`src/rtl/keylock_regfile.sv`:
```
module keylock_regfile #(
  parameter int          ADDR_W   = 10,
  parameter int          PINMUX_N = 54,
  parameter logic [31:0] ID_VALUE = 32'h0A5C_0001
) (
  input  logic              clk,
  input  logic              rst_n,
  input  logic              bus_valid,
  input  logic              bus_write,
  input  logic [ADDR_W-1:0] bus_addr,
  input  logic [31:0]       bus_wdata,
  output logic [31:0]       bus_rdata,
  output logic              bus_err,
  output logic              soft_rst_req
);
  localparam int MUX_IW = $clog2(PINMUX_N);
  localparam logic [ADDR_W-1:0] A_CTL  = ADDR_W'(0);
  localparam logic [ADDR_W-1:0] A_LOCK = ADDR_W'(1);
  localparam logic [ADDR_W-1:0] A_UNL  = ADDR_W'(2);
  localparam logic [ADDR_W-1:0] A_STA  = ADDR_W'(3);
  localparam logic [ADDR_W-1:0] A_PLL  = ADDR_W'(32'h40);
  localparam logic [ADDR_W-1:0] A_PST  = ADDR_W'(32'h43);
  localparam logic [ADDR_W-1:0] A_RST  = ADDR_W'(32'h80);
  localparam logic [ADDR_W-1:0] A_BOOT = ADDR_W'(32'h97);
  localparam logic [ADDR_W-1:0] A_ID   = ADDR_W'(32'h14C);
  localparam logic [ADDR_W-1:0] A_MUX  = ADDR_W'(32'h1C0);
  localparam logic [ADDR_W-1:0] A_MEND = ADDR_W'(32'h1C0 + PINMUX_N);
  localparam logic [15:0] KEY_LOCK = 16'h767B;
  localparam logic [15:0] KEY_UNL  = 16'hDF0D;

  logic        locked;
  logic        ctl_q;
  logic [31:0] pll_q [3];
  logic [31:0] rst_q;
  logic [31:0] mux_q [PINMUX_N];
  logic        srst_q;

  wire hit_pll = (bus_addr >= A_PLL) && (bus_addr < A_PST);
  wire hit_mux = (bus_addr >= A_MUX) && (bus_addr < A_MEND);
  wire hit_ro  = (bus_addr == A_STA) || (bus_addr == A_PST) ||
                 (bus_addr == A_BOOT) || (bus_addr == A_ID);
  wire hit_wo  = (bus_addr == A_LOCK) || (bus_addr == A_UNL);
  wire hit_rw  = (bus_addr == A_CTL) || (bus_addr == A_RST) || hit_pll || hit_mux;
  wire unmapped = !(hit_ro || hit_wo || hit_rw);

  wire [ADDR_W-1:0] mux_off = bus_addr - A_MUX;
  wire [MUX_IW-1:0] mux_sel = mux_off[MUX_IW-1:0];
  wire [1:0]        pll_sel = bus_addr[1:0];

  wire is_wr  = bus_valid && bus_write;
  wire gated  = locked && (bus_addr != A_CTL);
  wire wr_ok  = is_wr && hit_rw && !gated;

  assign bus_err = bus_valid && (bus_write ? (hit_ro || unmapped || (hit_rw && gated))
                                           : (hit_wo || unmapped));
  assign soft_rst_req = srst_q;

  always_comb begin
    bus_rdata = '0;
    if (bus_valid && !bus_write) begin
      if (bus_addr == A_CTL)       bus_rdata = {31'd0, ctl_q};
      else if (bus_addr == A_STA)  bus_rdata = {31'd0, locked};
      else if (hit_pll)            bus_rdata = pll_q[pll_sel];
      else if (bus_addr == A_PST)  bus_rdata = 32'h0000_003F;
      else if (bus_addr == A_RST)  bus_rdata = rst_q;
      else if (bus_addr == A_BOOT) bus_rdata = 32'h0000_0001;
      else if (bus_addr == A_ID)   bus_rdata = ID_VALUE;
      else if (hit_mux)            bus_rdata = mux_q[mux_sel];
    end
  end

  always_ff @(posedge clk) begin
    if (!rst_n) begin
      locked <= 1'b1;
      ctl_q  <= 1'b0;
      rst_q  <= '0;
      srst_q <= 1'b0;
    end else begin
      if (is_wr && bus_addr == A_LOCK && bus_wdata[15:0] == KEY_LOCK) locked <= 1'b1;
      if (is_wr && bus_addr == A_UNL  && bus_wdata[15:0] == KEY_UNL)  locked <= 1'b0;
      if (wr_ok && bus_addr == A_CTL) ctl_q <= bus_wdata[0];
      if (wr_ok && bus_addr == A_RST) rst_q <= bus_wdata;
      srst_q <= wr_ok && (bus_addr == A_RST) && bus_wdata[0];
    end
  end

  for (genvar p = 0; p < 3; p++) begin : g_pll
    always_ff @(posedge clk) begin
      if (!rst_n) pll_q[p] <= 32'h0001_A008;
      else if (wr_ok && hit_pll && pll_sel == 2'(p)) pll_q[p] <= bus_wdata;
    end
  end

  for (genvar i = 0; i < PINMUX_N; i++) begin : g_mux
    localparam logic [31:0] RV = (i >= 2 && i <= 8) ? 32'h0000_0601 : 32'h0000_1601;
    always_ff @(posedge clk) begin
      if (!rst_n) mux_q[i] <= RV;
      else if (wr_ok && hit_mux && mux_sel == MUX_IW'(i)) mux_q[i] <= bus_wdata;
    end
  end

  p_lock_set_r3: assert property (@(posedge clk) disable iff (!rst_n)
    (is_wr && bus_addr == A_LOCK && bus_wdata[15:0] == KEY_LOCK) |=> locked);
  p_unlock_r2: assert property (@(posedge clk) disable iff (!rst_n)
    (is_wr && bus_addr == A_UNL && bus_wdata[15:0] == KEY_UNL) |=> !locked);
  p_bad_key_r2: assert property (@(posedge clk) disable iff (!rst_n)
    (is_wr && bus_addr == A_UNL && bus_wdata[15:0] != KEY_UNL) |=> $stable(locked));
  p_locked_drop_r4: assert property (@(posedge clk) disable iff (!rst_n)
    (locked && is_wr && bus_addr == A_PLL) |=> $stable(pll_q[0]));
  p_locked_err_r4: assert property (@(posedge clk) disable iff (!rst_n)
    (locked && is_wr && bus_addr == A_PLL) |-> bus_err);
  p_ctl_open_r5: assert property (@(posedge clk) disable iff (!rst_n)
    (is_wr && bus_addr == A_CTL) |-> !bus_err);
  p_wo_read_r6: assert property (@(posedge clk) disable iff (!rst_n)
    (bus_valid && !bus_write && bus_addr == A_LOCK) |-> (bus_err && bus_rdata == 32'd0));
  p_srst_pulse_r10: assert property (@(posedge clk) disable iff (!rst_n)
    soft_rst_req |=> !soft_rst_req);
  p_srst_src_r10: assert property (@(posedge clk) disable iff (!rst_n)
    soft_rst_req |-> (rst_q[0] && !locked));
  p_idle_quiet_r11: assert property (@(posedge clk) disable iff (!rst_n)
    !bus_valid |-> !bus_err);
endmodule

```
`config.mk`:
```
export PLATFORM = sky130hd
export DESIGN_NAME = keylock_regfile
export DESIGN_NICKNAME = d
export VERILOG_FILES = /design/src/rtl/keylock_regfile.sv
export SDC_FILE = /design/constraint.sdc
export NUM_CORES = 2
export LEC_CHECK = 0
export ABC_CLOCK_PERIOD_IN_PS = 13090
export BUFFER_PORTS_ARGS = -buffer_cell sky130_fd_sc_hd__buf_2
export CORE_ASPECT_RATIO = 0.5
export CORE_UTILIZATION = 50
export CTS_CLUSTER_DIAMETER = 60
export DETAILED_ROUTE_END_ITERATION = 8
export HOLD_SLACK_MARGIN = 0.06
export PLACE_DENSITY = 0.67
export SLEW_MARGIN = 30
export SYNTH_ARGS = -nofsm -noshare
export SYNTH_HDL_FRONTEND = slang
export SYNTH_SLANG_ARGS = --single-unit
```
`constraint.sdc`:
```
create_clock -name clk -period 13.09 [get_ports clk]
set_input_delay 2.618 -clock clk [delete_from_list [all_inputs] [get_ports clk]]
set_output_delay 2.618 -clock clk [all_outputs]
set_load 0.02 [all_outputs]
```
==> impl_metrics.env <==
export IMPL_grt_usage_pct=30.53
export IMPL_slew_headroom_pct=21.66
export IMPL_p_per_area_mw_per_mm2=134.7
export IMPL_p_comb_share_pct=7.3
export IMPL_grt_pass1_wl_um=374300
export IMPL_cts_sinks=1859
export IMPL_status="finished, final reports clean"
export IMPL_timing_final_crit_share_pct=71.54
export IMPL_max_freq_mhz=106.8
export IMPL_hold_depth=2
export IMPL_vdd_drop_max_mv=0.1057
export IMPL_crit_path_start_kind="input port"
export IMPL_timing_rr_end="mux_q[8][1]"
export IMPL_synth_distinct_cells=65
export IMPL_drt_wirelength_per_cell_um=33.17
export IMPL_intPower_mw=9.753
export IMPL_fp_dieW_um=588.2
export IMPL_end_kind="output port"
export IMPL_synth_seq_cells=1859
export IMPL_htree_levels=4
export IMPL_cpPeakStageDelay_ps=800
export IMPL_hp_start="rst_q[13]"
export IMPL_path_delay_family="compound AO/OA/AOI/OAI gates"
export IMPL_cp_num_buf_inv=3
export IMPL_synth_area_mm2=0.08591
export IMPL_cts_max_path_buffers=4
export IMPL_drc=0
export IMPL_clk_latency_ps=830
export IMPL_hold_viol_final=0
export IMPL_synthFlopType="edfxtp_1"
export IMPL_final_instance_count_excl_fill=8028
export IMPL_synth_edf_count=1824
export IMPL_skew_ps=37.23
export IMPL_clk_transition_reported_paths_ps=60
export IMPL_worstSetupStartpoint="bus_addr[1]"
export IMPL_slew_violations=0
export IMPL_syn_num_nets=5801
export IMPL_cts_tree="yes"
export IMPL_cts_resized_gates=0
export IMPL_p_switching_mw=2.979
export IMPL_place_congestion=0.9664
export IMPL_setup_viol=0
export IMPL_place_inst=7714
export IMPL_worst_r2r_path_depth=5
export IMPL_ys_seq_area_share_pct=64.57
export IMPL_worstPathRequired_ps=10470
export IMPL_arrival_ps=6750
export IMPL_die_area_mm2=0.1736
export IMPL_slowest_stage="buf_4"
export IMPL_syn_area_per_cell_um2=14.93
export IMPL_via_count=51030
export IMPL_async_reset_ff_share_pct=0
export IMPL_portBuffers=79
export IMPL_drive_above_1_share_pct=18.33
export IMPL_maxCapViolations=0
export IMPL_final_cell_mix="edfxtp_1 (1824), and2_1 (1620), mux4_2 (382)"
export IMPL_grt_max_degree=114
export IMPL_crit_chain="buf_8 > buf_4 > mux4_2 > mux2_2 > o22ai_1 > nor3_1 > o21ai_0 > a21oi_1 > buf_2"
export IMPL_hp_class="reg2reg"
export IMPL_netlist_instances=5755
export IMPL_first_pass_iters=6
export IMPL_period_minus_slack_ps=9365
export IMPL_finalNetCount=5652
export IMPL_grt_pass1_vias=49600
export IMPL_hpwl_um=158600
export IMPL_postCtsHoldBufs=0
export IMPL_drt_initial_drc_count=7431
export IMPL_worstMarginPinSlew_ps=1142
export IMPL_r2r_start="locked"
export IMPL_whs_endpoint="rst_q[13]"
export IMPL_synth_warning_count=0
export IMPL_pin_count=80
export IMPL_syn_to_final_growth_pct=10.01
export IMPL_avgViaCountPerCell=6.357
export IMPL_rows=107
export IMPL_crit_path_max_fanout=73
export IMPL_cts_root_buf="clkbuf_16"
export IMPL_initial_core_util_pct=50.41
export IMPL_clkPwrFrac_pct=39.9
export IMPL_cts_buffers=175
export IMPL_ant_nets=0
export IMPL_path_class="in2out"
export IMPL_regToRegSetupSlack_ps=9090
export IMPL_rsz0062_at_grt="no"
export IMPL_power_frac_seq_pct=52.8
export IMPL_cts_setup_buffers=0
export IMPL_fin_setup_tns_ps=0
export IMPL_wirelength_um=266300
export IMPL_power_share_switching_pct=23.40
export IMPL_fp_coreArea_mm2=0.1704
export IMPL_layout_commonest_cell="edfxtp_1"
export IMPL_antenna_found_initial=21
export IMPL_total_leakage_power_nw=32.90
export IMPL_die_y_um=295.1
export IMPL_grt_overflow=0
==> routing by layer <==
layer  up-vias  share of wire [%]  global-route usage [%]  routed length, um
li1      20950                  -                       -                  -
met1     26380                 39                   42.60             103900
met2      3154                 42                   43.30             112500
met3       537                 14                   11.10              37340
met4        12                4.7                   12.68              12430
met5         -              0.042                       0                112
==> power by group through the flow <==
| stage | sequential, mW | clock [mW] | combinational (mW) |
|---|---|---|---|
| global placement | 6.84 | 0 | 0.892 |
| global route | 6.74 | 5.30 | 0.949 |
| CTS | 6.73 | 5.09 | 0.907 |
| detailed placement | 6.85 | 0 | 0.904 |
| finish | 6.72 | 5.08 | 0.928 |
| floorplan | 6.85 | 0 | 0.487 |
==> Yosys cell counts (19+ instances only) <==
library cell	count	area [um^2]
a22oi_1	76	570.6
nor2_4	24	270.3
a211oi_1	34	255.2
and2_1	1621	10140
clkbuf_1	394	1479
o22ai_1	43	269.0
mux2i_1	202	2022
nand2_1	187	701.9
a21oi_1	70	350.3
o21ai_0	122	610.6
mux2_2	25	281.5
dfxtp_1	35	700.7
nor3_1	24	120.1
clkbuf_2	32	160.2
o211ai_1	19	142.6
buf_6	47	529.3
buf_2	67	335.3
nor2_1	77	289.0
or3_1	214	1339
buf_1	28	105.1
a21boi_0	28	210.2
edfxtp_1	1824	54770
nand3_1	24	120.1
mux4_2	382	8603
nor2_8	20	400.4
==> worst max-delay path by stage <==
stage | to | slack [ps] | cells past startpoint
after CTS | bus_rdata[28] | 3860 | 9
after floorplan | bus_rdata[4] | 5450 | 12
after global routing | bus_rdata[28] | 3670 | 9
after detailed placement | bus_rdata[28] | 3850 | 9
final | bus_rdata[30] | 3730 | 9
after global placement | bus_rdata[28] | 3080 | 9
==> per-stage QoR <==
stage          util [%]  cell area (um^2)  setup WS [ps]  hold WS [ps]  power, mW
2_1_floorplan         -             85910           5451         435.5      7.340
3_3_place_gp      51.87             88410           3079         444.5      7.734
6_report          55.46             94510           3725         456.5      12.73
4_1_cts           55.37             94360           3861         457.4      12.72
5_1_grt           55.45             94500           3668         477.4      12.99
3_5_place_dp      52.16             88900           3852         448.7      7.759
==> final cells by class <==
class | instances | area (um^2)
fillers | 13090 | 75910
inverters | 4 | 17.52
flip-flops and latches | 1859 | 55470
clock buffers | 203 | 4537
diodes | 6 | 15.01
multi-input cells | 3312 | 28530
well taps | 2289 | 2864
repair buffers | 254 | 2152
clock inverters | 101 | 925.9
==> worst reg2reg max path, stage by stage (launching register included) <==
cell and delay, ps:
dfxtp_1 380, o41ai_2 100, and4_1 920, nand2_2 770, o21ai_4 960, buf_4 510
==> sequential cells by signal, summed over array words and instances, names as in the netlist <==
register      flops
mux_q          1728
pll_q            96
rst_q            32
ctl_q             1
locked            1
soft_rst_req      1
==> kinds of logic (layout without fill, tap and decap cells) <==
group / count (synthesis) / after routing / synth area share [%]
mux: 609 / 609 / 12.69
buf+inv: 584 / 562 / 3.188
compound gates: 459 / 459 / 3.484
simple gates: 2244 / 2244 / 16.06
other cells: 0 / 6 / 0
flops: 1859 / 1859 / 64.57
No activity file was read; power rests on OpenSTA's default activity.
